===== src/rtl/lfm_pkg.sv =====
package lfm_pkg;
  typedef enum logic {
    ST_WATCH = 1'b0,
    ST_FAULT = 1'b1
  } lfm_state_e;
endpackage


===== src/rtl/lfm_mark_detect.sv =====
module lfm_mark_detect #(
  parameter int unsigned N_MON = 2
) (
  input  logic [N_MON-1:0] mon_i,
  output logic             mark_o
);
  assign mark_o = |mon_i;
endmodule


===== src/rtl/lfm_idle_counter.sv =====
module lfm_idle_counter #(
  parameter int unsigned IDLE_LIMIT = 192,
  localparam int unsigned CW = $clog2(IDLE_LIMIT + 1)
) (
  input  logic          clk_i,
  input  logic          rst_ni,
  input  logic          clear_i,
  input  logic          freeze_i,
  output logic          hit_o,
  output logic [CW-1:0] cnt_o
);
  logic [CW-1:0] cnt_q;

  // hit: this edge completes the idle run
  assign hit_o = !clear_i && !freeze_i && (cnt_q == CW'(IDLE_LIMIT - 1));
  assign cnt_o = cnt_q;

  always_ff @(posedge clk_i or negedge rst_ni) begin
    if (!rst_ni)                        cnt_q <= '0;
    else if (clear_i)                   cnt_q <= '0;
    else if (cnt_q < CW'(IDLE_LIMIT))   cnt_q <= cnt_q + 1'b1;
  end

  a_r8_no_overflow: assert property (@(posedge clk_i) disable iff (!rst_ni)
    cnt_q <= CW'(IDLE_LIMIT));
  a_r8_saturated_stays: assert property (@(posedge clk_i) disable iff (!rst_ni)
    (cnt_q == CW'(IDLE_LIMIT) && !clear_i) |=> cnt_q == CW'(IDLE_LIMIT));
endmodule


===== src/rtl/lfm_fault_fsm.sv =====
module lfm_fault_fsm
  import lfm_pkg::*;
#(
  parameter int unsigned MIN_HOLD = 2,
  localparam int unsigned HW = (MIN_HOLD > 1) ? $clog2(MIN_HOLD) : 1
) (
  input  logic clk_i,
  input  logic rst_ni,
  input  logic mark_i,
  input  logic limit_hit_i,
  output logic fault_o,
  output logic release_o
);
  lfm_state_e    state_q;
  logic [HW-1:0] hold_q;
  logic          pend_q;
  logic          hold_done;

  assign hold_done = (hold_q == HW'(MIN_HOLD - 1));
  assign release_o = (state_q == ST_FAULT) && hold_done && (mark_i || pend_q);
  assign fault_o   = (state_q == ST_FAULT);

  always_ff @(posedge clk_i or negedge rst_ni) begin
    if (!rst_ni) begin
      state_q <= ST_WATCH;
      hold_q  <= '0;
      pend_q  <= 1'b0;
    end else begin
      unique case (state_q)
        ST_WATCH: if (limit_hit_i) begin
          state_q <= ST_FAULT;
          hold_q  <= '0;
          pend_q  <= 1'b0;
        end
        ST_FAULT: begin
          if (release_o) begin
            state_q <= ST_WATCH;
            pend_q  <= 1'b0;
          end else begin
            if (mark_i)     pend_q <= 1'b1;
            if (!hold_done) hold_q <= hold_q + 1'b1;
          end
        end
        default: state_q <= ST_WATCH;
      endcase
    end
  end

  // a release only ever ends a completed hold window
  a_r5_min_hold: assert property (@(posedge clk_i) disable iff (!rst_ni)
    $fell(fault_o) |-> $past(hold_q) == HW'(MIN_HOLD - 1));
  // a remembered mark releases at the window end
  a_r6_pending_release: assert property (@(posedge clk_i) disable iff (!rst_ni)
    (fault_o && pend_q && hold_done) |=> !fault_o);
  a_r7_wait_for_mark: assert property (@(posedge clk_i) disable iff (!rst_ni)
    (fault_o && !pend_q && !mark_i) |=> fault_o);
endmodule


===== src/rtl/line_fault_monitor.sv =====
module line_fault_monitor #(
  parameter int unsigned IDLE_LIMIT = 192,
  parameter int unsigned MIN_HOLD   = 2,
  localparam int unsigned CW = $clog2(IDLE_LIMIT + 1)
) (
  input  logic clk_i,
  input  logic rst_ni,
  input  logic mon_pos_i,
  input  logic mon_neg_i,
  output logic fault_drive_o,
  output logic pin_hiz_o
);
  logic          mark;
  logic          hit;
  logic          fault;
  logic          release_evt;
  logic          clear;
  logic [CW-1:0] cnt;

  lfm_mark_detect #(.N_MON(2)) u_mark (
    .mon_i  ({mon_neg_i, mon_pos_i}),
    .mark_o (mark)
  );

  // during a fault the count is frozen at its limit until release
  assign clear = (mark && !fault) || release_evt;

  lfm_idle_counter #(.IDLE_LIMIT(IDLE_LIMIT)) u_cnt (
    .clk_i    (clk_i),
    .rst_ni   (rst_ni),
    .clear_i  (clear),
    .freeze_i (fault),
    .hit_o    (hit),
    .cnt_o    (cnt)
  );

  lfm_fault_fsm #(.MIN_HOLD(MIN_HOLD)) u_fsm (
    .clk_i       (clk_i),
    .rst_ni      (rst_ni),
    .mark_i      (mark),
    .limit_hit_i (hit),
    .fault_o     (fault),
    .release_o   (release_evt)
  );

  assign fault_drive_o = fault;
  assign pin_hiz_o     = !fault;

  a_r10_complement: assert property (@(posedge clk_i) disable iff (!rst_ni)
    fault_drive_o != pin_hiz_o);
  a_r2_rise_at_limit: assert property (@(posedge clk_i) disable iff (!rst_ni)
    $rose(fault_drive_o) |-> $past(cnt) == CW'(IDLE_LIMIT - 1));
  a_r4_mark_restarts: assert property (@(posedge clk_i) disable iff (!rst_ni)
    (mark && !fault_drive_o) |=> cnt == '0);
  a_r9_restart_after_release: assert property (@(posedge clk_i) disable iff (!rst_ni)
    $fell(fault_drive_o) |-> cnt == '0);
endmodule


===== config.mk =====
export PLATFORM = sky130hd
export DESIGN_NAME = line_fault_monitor
export DESIGN_NICKNAME = d
export VERILOG_FILES = /design/src/rtl/lfm_pkg.sv /design/src/rtl/lfm_mark_detect.sv /design/src/rtl/lfm_idle_counter.sv /design/src/rtl/lfm_fault_fsm.sv /design/src/rtl/line_fault_monitor.sv
export SDC_FILE = /design/constraint.sdc
export NUM_CORES = 1
export LEC_CHECK = 0
export ABC_CLOCK_PERIOD_IN_PS = 1500
export BUFFER_PORTS_ARGS = -buffer_cell sky130_fd_sc_hd__buf_2
export CORE_ASPECT_RATIO = 1.1
export CORE_MARGIN = 3
export CORE_UTILIZATION = 34
export CTS_BUF_LIST = sky130_fd_sc_hd__clkbuf_16
export CTS_CLUSTER_DIAMETER = 40
export DETAILED_ROUTE_END_ITERATION = 8
export GPL_TIMING_DRIVEN = 0
export SLEW_MARGIN = 20
export SYNTH_ARGS = -nofsm -noshare
export SYNTH_HDL_FRONTEND = slang
export SYNTH_SLANG_ARGS = --single-unit

===== constraint.sdc =====
create_clock -name clk_i -period 1.5 [get_ports clk_i]
set_clock_uncertainty 0.05 [all_clocks]
set_input_delay 0.45 -clock clk_i [delete_from_list [all_inputs] [get_ports clk_i]]
set_output_delay 0.45 -clock clk_i [all_outputs]
set_load 0.02 [all_outputs]

==> run_results.csv, run 1 <==
group,metric,value,unit
floorplan,dieHeight,48.1,µm
flow_run,cap_violations,0,
cells_and_area,multiInputGateArea,265,µm²
worst_setup_path,path_max_fanout,5,
floorplan,rows,14,
power_and_ir_drop,netSwitchingPower,0.152,mW
logic_synthesis,synth_top_area_cell,"dfrtp_1",
worst_setup_path,cp.required,1.00,ns
power_and_ir_drop,p_leak,0.296,nW
logic_synthesis,netlist_instances,55,
run_status,status,"complete, no violations",
logic_synthesis,postSynth.asyncResetShare,100,%
logic_synthesis,yosysSeqAreaShare,50.3,%
worst_setup_path,worst_r2r_path_depth,3,
route,drc,0,
cells_and_area,fin_nets,70,
cells_and_area,final_cells,80,
route,antenna_left,0,
clocking,clock_path_buffers,2,
clocking,htreeDepth,1,
route,firstDrtPassIters,4,
global_route,grt_antenna_before_repair,0,
floorplan,dieArea,2130,µm²
cells_and_area,seq_area,275,µm²
floorplan,design.core.area,1440,µm²
logic_synthesis,synthAdderAreaFrac,2.29,%
logic_synthesis,synth.area.mux_share,0,%
power_and_ir_drop,peakVddDrop,0.629,mV
cells_and_area,area_growth,23.6,%
worst_setup_path,cp-end-kind,"output port",
worst_setup_path,cp-start-kind,"flip-flop",
route,drtIter0Drc,9,
floorplan,die_w,44.2,µm
cells_and_area,layout_commonest_cell,"dfrtp_1",
timing,period_share,96.9,%
logic_synthesis,synth_simple_gate_area_share,24.7,%
clocking,post_cts_buffers,0,
clocking,hold_buffers,0,
worst_setup_path,path_class,"reg -> out",
clocking,clk_latency,0.24,ns
floorplan,start_util,38.1,%
logic_synthesis,synth-compound-area-share,17.4,%
cells_and_area,diodes,0,
timing,hold_viol_final,0,
global_route,grt_pass1_wl,1610,µm
cells_and_area,mostFrequentLayoutCells,"11 x dfrtp_1, 6 x nor2_1, 5 x nand2_1, 5 x buf_2, 4 x a21oi_1",
min_path,hold_path_class,"in -> async",
logic_synthesis,synthTopCellsByArea,"dfrtp_1 50%, nor2_1 4.1%, a21oi_1 3.7%",
cells_and_area,fill_cells,146,
timing,setup_viol,0,
logic_synthesis,synth-edff-count,0,
clocking,cts_resized,0,
power_and_ir_drop,pwr-share-clk,59.0,%
logic_synthesis,synth_top_area_share,50.3,%
global_route,grt.overflow.total,0,
global_route,grt_max_degree,12,
timing,relSlewSlack,71.1,%
logic_synthesis,ys_types,27,
floorplan,io_pins,6,
logic_synthesis,avgSynthCellArea,9.94,µm²
clocking,cts_tree,"yes",
timing,slew_viol_final,0,
global_route,grtUsageTotal,11.1,%
route,avgViaCountPerCell,5.33,
logic_synthesis,synth_top_family_by_area,"simple AND/OR/NAND/NOR gates",
route,dr_total_vias,426,
cells_and_area,drive_gt1_share,26.6,%
worst_setup_path,arrival,0.95,ns
logic_synthesis,synth_nets,60,
clocking,cts.sinks,11,
clocking,root_buffer,"clkbuf_16",
clocking,clk_pin_slew_worst_paths,0.04,ns
timing,whs,0.0248,ns
timing,post-route-min-period,1.45,ns
logic_synthesis,synth-main-ff-cell,"dfrtp_1",
power_and_ir_drop,p_int,0.663,mW
route,wl,1010,µm
logic_synthesis,ys_ff_latch,11,
power_and_ir_drop,combPwrFrac,3.2,%
logic_synthesis,synthesis.area,547,µm²
logic_synthesis,synth_xor_area_share,3.20,%
placed_design,placed_cells,76,
power_and_ir_drop,swShare,18.6,%
timing,fmax,688,MHz
placed_design,place_congestion,0.683,
logic_synthesis,yosys_warnings,0,
placed_design,port_buffers,5,
clocking,cts_buffers,3,
power_and_ir_drop,p_per_area,1210,nW/µm²
global_route,grt_pass1_vias,368,
route,wl_per_cell,12.7,µm
power_and_ir_drop,seqPwrFrac,37.7,%
timing,tightestPinTransition,0.434,ns
timing,rsz0062_at_grt,"no",
[final timing paths]
kind                                             from                     endpoint  slack [ns]
max                           u_fsm.fault_o$_DFF_PN0_                    pin_hiz_o        0.05
min                                            rst_ni  u_fsm.hold_done$_DFFE_PN0P_        0.02
max reg2reg                u_cnt.cnt_o[7]$_DFFE_PN0P_   u_cnt.cnt_o[5]$_DFFE_PN0P_        0.18
min reg2reg                u_cnt.cnt_o[5]$_DFFE_PN0P_   u_cnt.cnt_o[5]$_DFFE_PN0P_        0.51
max in group asynchronous                      rst_ni   u_cnt.cnt_o[2]$_DFFE_PN0P_        1.17
min in group clk_i         u_cnt.cnt_o[5]$_DFFE_PN0P_   u_cnt.cnt_o[5]$_DFFE_PN0P_        0.51
[registers in the layout (all words and copies together), names as in the netlist]
register and cells:
u_fsm.fault_o 1, u_fsm.pend_q 1, u_cnt.cnt_o 8, u_fsm.hold_done 1
[final cells by class]
class / count / area share, %
flip-flops and latches: 11 / 40.7
multi-input cells: 41 / 39.3
clock buffers: 3 / 11.1
repair buffers: 5 / 3.70
well taps: 16 / 2.96
inverters: 3 / 1.67
clock inverters: 1 / 0.556
[per-layer routing]
| layer | vias up | track usage [%] | share of wire (%) | wire (µm) |
|---|---|---|---|---|
| met5 | - | 0 | 0 | 0 |
| met1 | 197 | 14.1 | 50 | 501 |
| met2 | 5 | 15.4 | 45 | 456 |
| li1 | 219 | - | - | - |
| met3 | 5 | 3.38 | 2.8 | 28 |
| met4 | 0 | 9.04 | 2.5 | 25 |
[Yosys cell counts, drive strengths merged (2+ instances only)]
library cell,count
dfrtp,11
nor2,6
a21oi,5
nand2,5
inv,3
a21boi,2
and2,2
and3,2
nand4,2
nor3,2
o21ai,2
xnor2,2
[worst max-delay path, stage by stage (launching register included)]
cell,delay [ns]
dfrtp_1,0.43
inv_2,0.11
buf_2,0.17
[metrics by stage]
stage | cell area, µm² | TNS (ns) | worst slack, ns | power, mW | utilization [%]
after detailed placement | 592 | -0.112 | -0.0492 | 0.338 | 41.2
after CTS | 671 | 0 | 0.0182 | 0.820 | 46.7
final | 676 | 0 | 0.0466 | 0.814 | 47.0
after global placement | 592 | -0.0185 | -0.0185 | 0.338 | 41.2
after global routing | 676 | 0 | 0.00132 | 0.833 | 47.0
after floorplan | 547 | 0 | 0.219 | 0.324 | -
[power by group through the flow]
stage               clock (mW)  sequential [mW]  combinational [mW]
finish                   0.481            0.307              0.0262
global route             0.495            0.308              0.0306
CTS                      0.486            0.307              0.0268
detailed placement           0            0.311              0.0267
global placement             0            0.311              0.0263
floorplan                    0            0.310              0.0133
[kinds of logic after synthesis]
| family | Yosys count |
|---|---|
| flip-flops | 11 |
| AO/OA/AOI/OAI | 14 |
| XOR/XNOR | 2 |
| adder cells (fa/ha/maj) | 1 |
| buffers and inverters | 3 |
| AND/OR/NAND/NOR | 24 |
Note: power is estimated with default switching activity, not from simulation.
==> inputs of run 2 (changes only) <==
==> constraint.sdc (replaced) <==
create_clock -name clk_i -period 1.5 [get_ports clk_i]
set_clock_uncertainty 0.05 [all_clocks]
set_input_delay 0.3 -clock clk_i [delete_from_list [all_inputs] [get_ports clk_i]]
set_output_delay 0.3 -clock clk_i [all_outputs]
set_load 0.02 [all_outputs]
==> run_results.csv, run 2 (synthesis gave the netlist of run 1 again) <==
group,metric,value,unit
run_status,status,"complete, no violations",
placed_design,port_buffers,5,
placed_design,place_congestion,0.683,
global_route,grt_max_degree,12,
worst_setup_path,cp-start-kind,"flip-flop",
global_route,grt_antenna_before_repair,0,
floorplan,design.core.area,1440,µm²
global_route,grtUsageTotal,11.0,%
cells_and_area,diodes,0,
clocking,cts_tree,"yes",
floorplan,io_pins,6,
worst_setup_path,crit_buf_inv,2,
placed_design,pre_cts_slack,0.0885,ns
cells_and_area,layout_commonest_cell,"dfrtp_1",
route,drc,0,
route,wl,1010,µm
power_and_ir_drop,p_per_area,1190,nW/µm²
cells_and_area,final_cells,81,
timing,rsz0062_at_grt,"no",
timing,period_share,90.3,%
cells_and_area,mostFrequentLayoutCells,"11 x dfrtp_1, 6 x nor2_1, 5 x nand2_1, 5 x buf_2",
flow_run,cap_violations,0,
route,drtIter0Drc,10,
timing,post-route-min-period,1.35,ns
worst_setup_path,cp.required,1.15,ns
timing,final.setup.tns,0,ns
route,wl_per_cell,12.5,µm
worst_setup_path,r2r-start,"u_cnt.cnt_o[6]$_DFFE_PN0P_",
worst_setup_path,path_max_fanout,5,
cells_and_area,largest_reg_flops,8,
timing,slew_viol_final,0,
clocking,root_buffer,"clkbuf_16",
worst_setup_path,path_class,"reg -> out",
route,firstDrtPassIters,4,
worst_setup_path,cp-end-kind,"output port",
global_route,grt.overflow.total,0,
floorplan,die_w,44.2,µm
floorplan,dieHeight,48.1,µm
timing,setup_viol,0,
worst_setup_path,slowest_stage,"dfrtp_1",
clocking,clk_latency,0.24,ns
global_route,grt_pass1_vias,376,
worst_setup_path,startpoint,"u_fsm.fault_o$_DFF_PN0_",
cells_and_area,fin_nets,71,
cells_and_area,fill_cells,145,
clocking,htreeDepth,1,
cells_and_area,area_growth,25.4,%
worst_setup_path,crit_family,"flip-flops",
floorplan,dieArea,2130,µm²
power_and_ir_drop,power.total,0.816,mW
min_path,hold_path_class,"in -> reg",
timing,tightestPinTransition,0.428,ns
timing,worst_slack,0.146,ns
worst_setup_path,crit_chain,"inv_1 -> buf_2",
timing,fmax,739,MHz
worst_setup_path,arrival,1.00,ns
min_path,worstHoldStart,"mon_pos_i",
placed_design,placed_cells,76,
worst_setup_path,slowest_delay,0.43,ns
route,antenna_left,0,
floorplan,start_util,38.1,%
placed_design,placed_cell_area,592,µm²
floorplan,rows,14,
power_and_ir_drop,peakVddDrop,0.627,mV
clocking,clock_path_buffers,2,
cells_and_area,seq_area,275,µm²
clocking,clk_pin_slew_worst_paths,0.04,ns
timing,relSlewSlack,71.5,%
timing,hold_viol_final,0,
route,avgViaCountPerCell,5.21,
global_route,grt_pass1_wl,1610,µm
clocking,cts_buffers,3,
cells_and_area,final_area,686,µm²
power_and_ir_drop,p_leak,0.300,nW
cells_and_area,drive_gt1_share,24.6,%
route,dr_total_vias,422,
cells_and_area,multiInputGateArea,265,µm²
clocking,cts.sinks,11,
run 2: changes by cell type in the layout (fill, tap and decap cells not counted):
cell and delta:
inv_2 -1, inv_1 +1, dlygate4sd3_1 +1
run 2: power by group:
group	internal [mW]	switching, mW
registers	0.302	0.00469
clock network	0.350	0.130
logic	0.0121	0.0162
total	0.664	0.151
run 2: cell type report:
cell class,instances,share of cell area [%]
Sequential cell,11,40.1
Clock inverter,1,0.547
Timing Repair Buffer,6,5.11
Multi-Input combinational cell,41,38.7
Tap cell,16,2.92
Clock buffer,3,10.9
Inverter,3,1.64
run 2: what timing repair did:
action / CTS / global route
resized for setup: 0 / 1
hold buffers: 1 / 0
endpoints found under the hold margin: 11 / 0
setup buffers: 0 / 0
endpoints found under the setup margin: 0 / 5
run 2: worst paths after layout:
path | end | slack [ns] | cells after the start
max in group asynchronous | u_fsm.hold_done$_DFFE_PN0P_ | 0.78 | 2
min | u_fsm.fault_o$_DFF_PN0_ | 0.39 | 4
min reg2reg | u_cnt.cnt_o[5]$_DFFE_PN0P_ | 0.51 | 2
min in group asynchronous | u_cnt.cnt_o[5]$_DFFE_PN0P_ | 0.42 | 2
max reg2reg | u_cnt.cnt_o[5]$_DFFE_PN0P_ | 0.17 | 3
max | pin_hiz_o | 0.15 | 2
run 2: worst reg2reg max path, cell delays in order (launching register included):
cell,delay (ns)
dfrtp_1,0.43
and2_1,0.21
or4_4,0.42
a21oi_2,0.13
run 2: per-stage QoR:
step | hold WS (ns) | util [%]
global placement | 0.135 | 41.2
CTS | 0.410 | 47.4
detailed placement | 0.137 | 41.2
finish | 0.390 | 47.7
floorplan | -0.0456 | -
global route | 0.427 | 47.7
run 2: routing by layer:
| layer | share of wire, % | routed length (µm) | track usage (%) | vias up |
|---|---|---|---|---|
| met5 | 0 | 0 | 0 | - |
| met4 | 2.9 | 29 | 9.04 | 0 |
| met3 | 3.0 | 30 | 3.38 | 5 |
| met2 | 42 | 429 | 15.4 | 5 |
| met1 | 52 | 523 | 13.8 | 192 |
| li1 | - | - | - | 220 |
==> inputs of run 3 (changes only) <==
- GPL_TIMING_DRIVEN: 0 -> unset
==> run_results.csv, run 3 (synthesis gave the netlist of run 1 again) <==
group,metric,value,unit
timing,relSlewSlack,54.0,%
route,wl,1030,µm
min_path,worstHoldStart,"mon_pos_i",
timing,fmax,756,MHz
worst_setup_path,path_class,"reg -> reg",
global_route,grt_max_degree,12,
cells_and_area,layout_commonest_cell,"dfrtp_1",
global_route,grt.overflow.total,0,
route,dr_total_vias,425,
worst_setup_path,path_max_fanout,8,
worst_setup_path,cp-end-kind,"flip-flop",
power_and_ir_drop,power.total,0.803,mW
floorplan,start_util,38.1,%
floorplan,design.core.area,1440,µm²
cells_and_area,final_cells,81,
cells_and_area,area_growth,24.5,%
timing,setup_viol,0,
floorplan,io_pins,6,
global_route,grt_pass1_vias,415,
timing,hold_viol_final,0,
placed_design,placed_cells,76,
global_route,grt_pass1_wl,1820,µm
timing,slew_viol_final,0,
timing,post-route-min-period,1.32,ns
clocking,htreeDepth,1,
placed_design,place_hpwl,755,µm
route,firstDrtPassIters,2,
clocking,clk_latency,0.23,ns
worst_setup_path,crit_chain,"nand2_1 -> a22oi_1 -> nor3_1",
worst_setup_path,slowest_stage,"a22oi_1",
floorplan,dieHeight,48.1,µm
cells_and_area,largest_reg_flops,8,
route,avgViaCountPerCell,5.25,
clocking,cts_tree,"yes",
clocking,root_buffer,"clkbuf_16",
min_path,holdPathEnd,"u_fsm.fault_o$_DFF_PN0_",
clocking,post_cts_buffers,0,
route,drtIter0Drc,2,
worst_setup_path,cp.required,1.53,ns
worst_setup_path,r2r-end,"u_cnt.cnt_o[6]$_DFFE_PN0P_",
cells_and_area,fin_nets,71,
power_and_ir_drop,peakVddDrop,0.628,mV
timing,tightestPinTransition,0.690,ns
power_and_ir_drop,p_per_area,1180,nW/µm²
cells_and_area,diodes,0,
cells_and_area,mostFrequentLayoutCells,"11 x dfrtp_1, 6 x nor2_1, 5 x nand2_1, 5 x buf_2",
worst_setup_path,slowest_delay,0.55,ns
floorplan,rows,14,
min_path,hold_path_class,"in -> reg",
power_and_ir_drop,p_leak,0.300,nW
clocking,clk_pin_slew_worst_paths,0.04,ns
global_route,grt_antenna_before_repair,0,
worst_setup_path,arrival,1.36,ns
worst_setup_path,worst_r2r_path_depth,3,
clocking,clock_path_buffers,2,
worst_setup_path,rrSetupSlack,0.18,ns
floorplan,dieArea,2130,µm²
timing,rsz0062_at_grt,"no",
timing,final.setup.tns,0,ns
floorplan,die_w,44.2,µm
global_route,grtUsageTotal,12.4,%
clocking,cts_resized,0,
cells_and_area,drive_gt1_share,23.1,%
run_status,status,"complete, no violations",
clocking,cts_buffers,3,
route,drc,0,
placed_design,place_congestion,0.753,
clocking,hold_buffers,1,
min_path,hold_depth,4,
placed_design,port_buffers,5,
route,antenna_left,0,
worst_setup_path,r2r-start,"u_fsm.fault_o$_DFF_PN0_",
clocking,cts.sinks,11,
route,wl_per_cell,12.7,µm
flow_run,cap_violations,0,
worst_setup_path,cp-start-kind,"flip-flop",
timing,whs,0.364,ns
timing,period_share,88.2,%
==> run 3: cell count changes in the layout (fill, tap and decap cells not counted) <==
cell     previous run  this run
a22oi_2             1         0
a22oi_1             0         1
==> run 3: final cells by class <==
cell class / instances / area (µm²)
clock buffers: 3 / 75.1
clock inverters: 1 / 3.75
fillers: 142 / 756
inverters: 3 / 11.3
multi-input cells: 41 / 260
flip-flops and latches: 11 / 275
well taps: 16 / 20.0
repair buffers: 6 / 35.0
==> run 3: how the worst max path moves through the flow <==
stage | start | depth (start not counted) | to | slack [ns]
2_1_floorplan | u_fsm.fault_o$_DFF_PN0_ | 3 | u_cnt.cnt_o[6]$_DFFE_PN0P_ | 0.22
3_3_place_gp | mon_neg_i | 4 | u_cnt.cnt_o[6]$_DFFE_PN0P_ | 0.16
3_5_place_dp | mon_neg_i | 4 | u_cnt.cnt_o[6]$_DFFE_PN0P_ | 0.14
4_1_cts | u_fsm.fault_o$_DFF_PN0_ | 3 | u_cnt.cnt_o[6]$_DFFE_PN0P_ | 0.13
5_1_grt | u_fsm.fault_o$_DFF_PN0_ | 3 | u_cnt.cnt_o[6]$_DFFE_PN0P_ | 0.03
6_report | u_fsm.fault_o$_DFF_PN0_ | 3 | u_cnt.cnt_o[6]$_DFFE_PN0P_ | 0.18
==> run 3: stage by stage <==
| stage | setup slack [ns] | utilization [%] | instance area [µm²] |
|---|---|---|---|
| detailed placement | 0.142 | 41.2 | 592 |
| floorplan | 0.219 | - | 547 |
| finish | 0.177 | 47.4 | 681 |
| global placement | 0.157 | 41.2 | 592 |
| global route | 0.0324 | 47.4 | 681 |
| CTS | 0.132 | 47.4 | 681 |
==> run 3: routing by layer <==
metal	part of all wire, %	wire [µm]	track usage (%)	vias to the layer above
met5	0	0	0	-
met4	2.3	24	9.04	0
met3	2.1	22	3.38	2
met2	45	465	17.7	2
met1	50	519	16.1	197
li1	-	-	-	224
==> run 3: where the power goes <==
group / internal (mW) / total, mW / switching, mW / leakage [nW]
logic: 0.0118 / 0.0276 / 0.0158 / 0.111
registers: 0.303 / 0.308 / 0.00529 / 0.147
clock network: 0.349 / 0.467 / 0.119 / 0.0423
total: 0.663 / 0.803 / 0.140 / 0.300
==> run 3: critical path, delay by kind of cell, from the launching register on <==
kind               cells  cell delay [ns]
AOI/OAI and AO/OA      1             0.55
DFF                    1             0.39
and+or+nand+nor        2             0.19
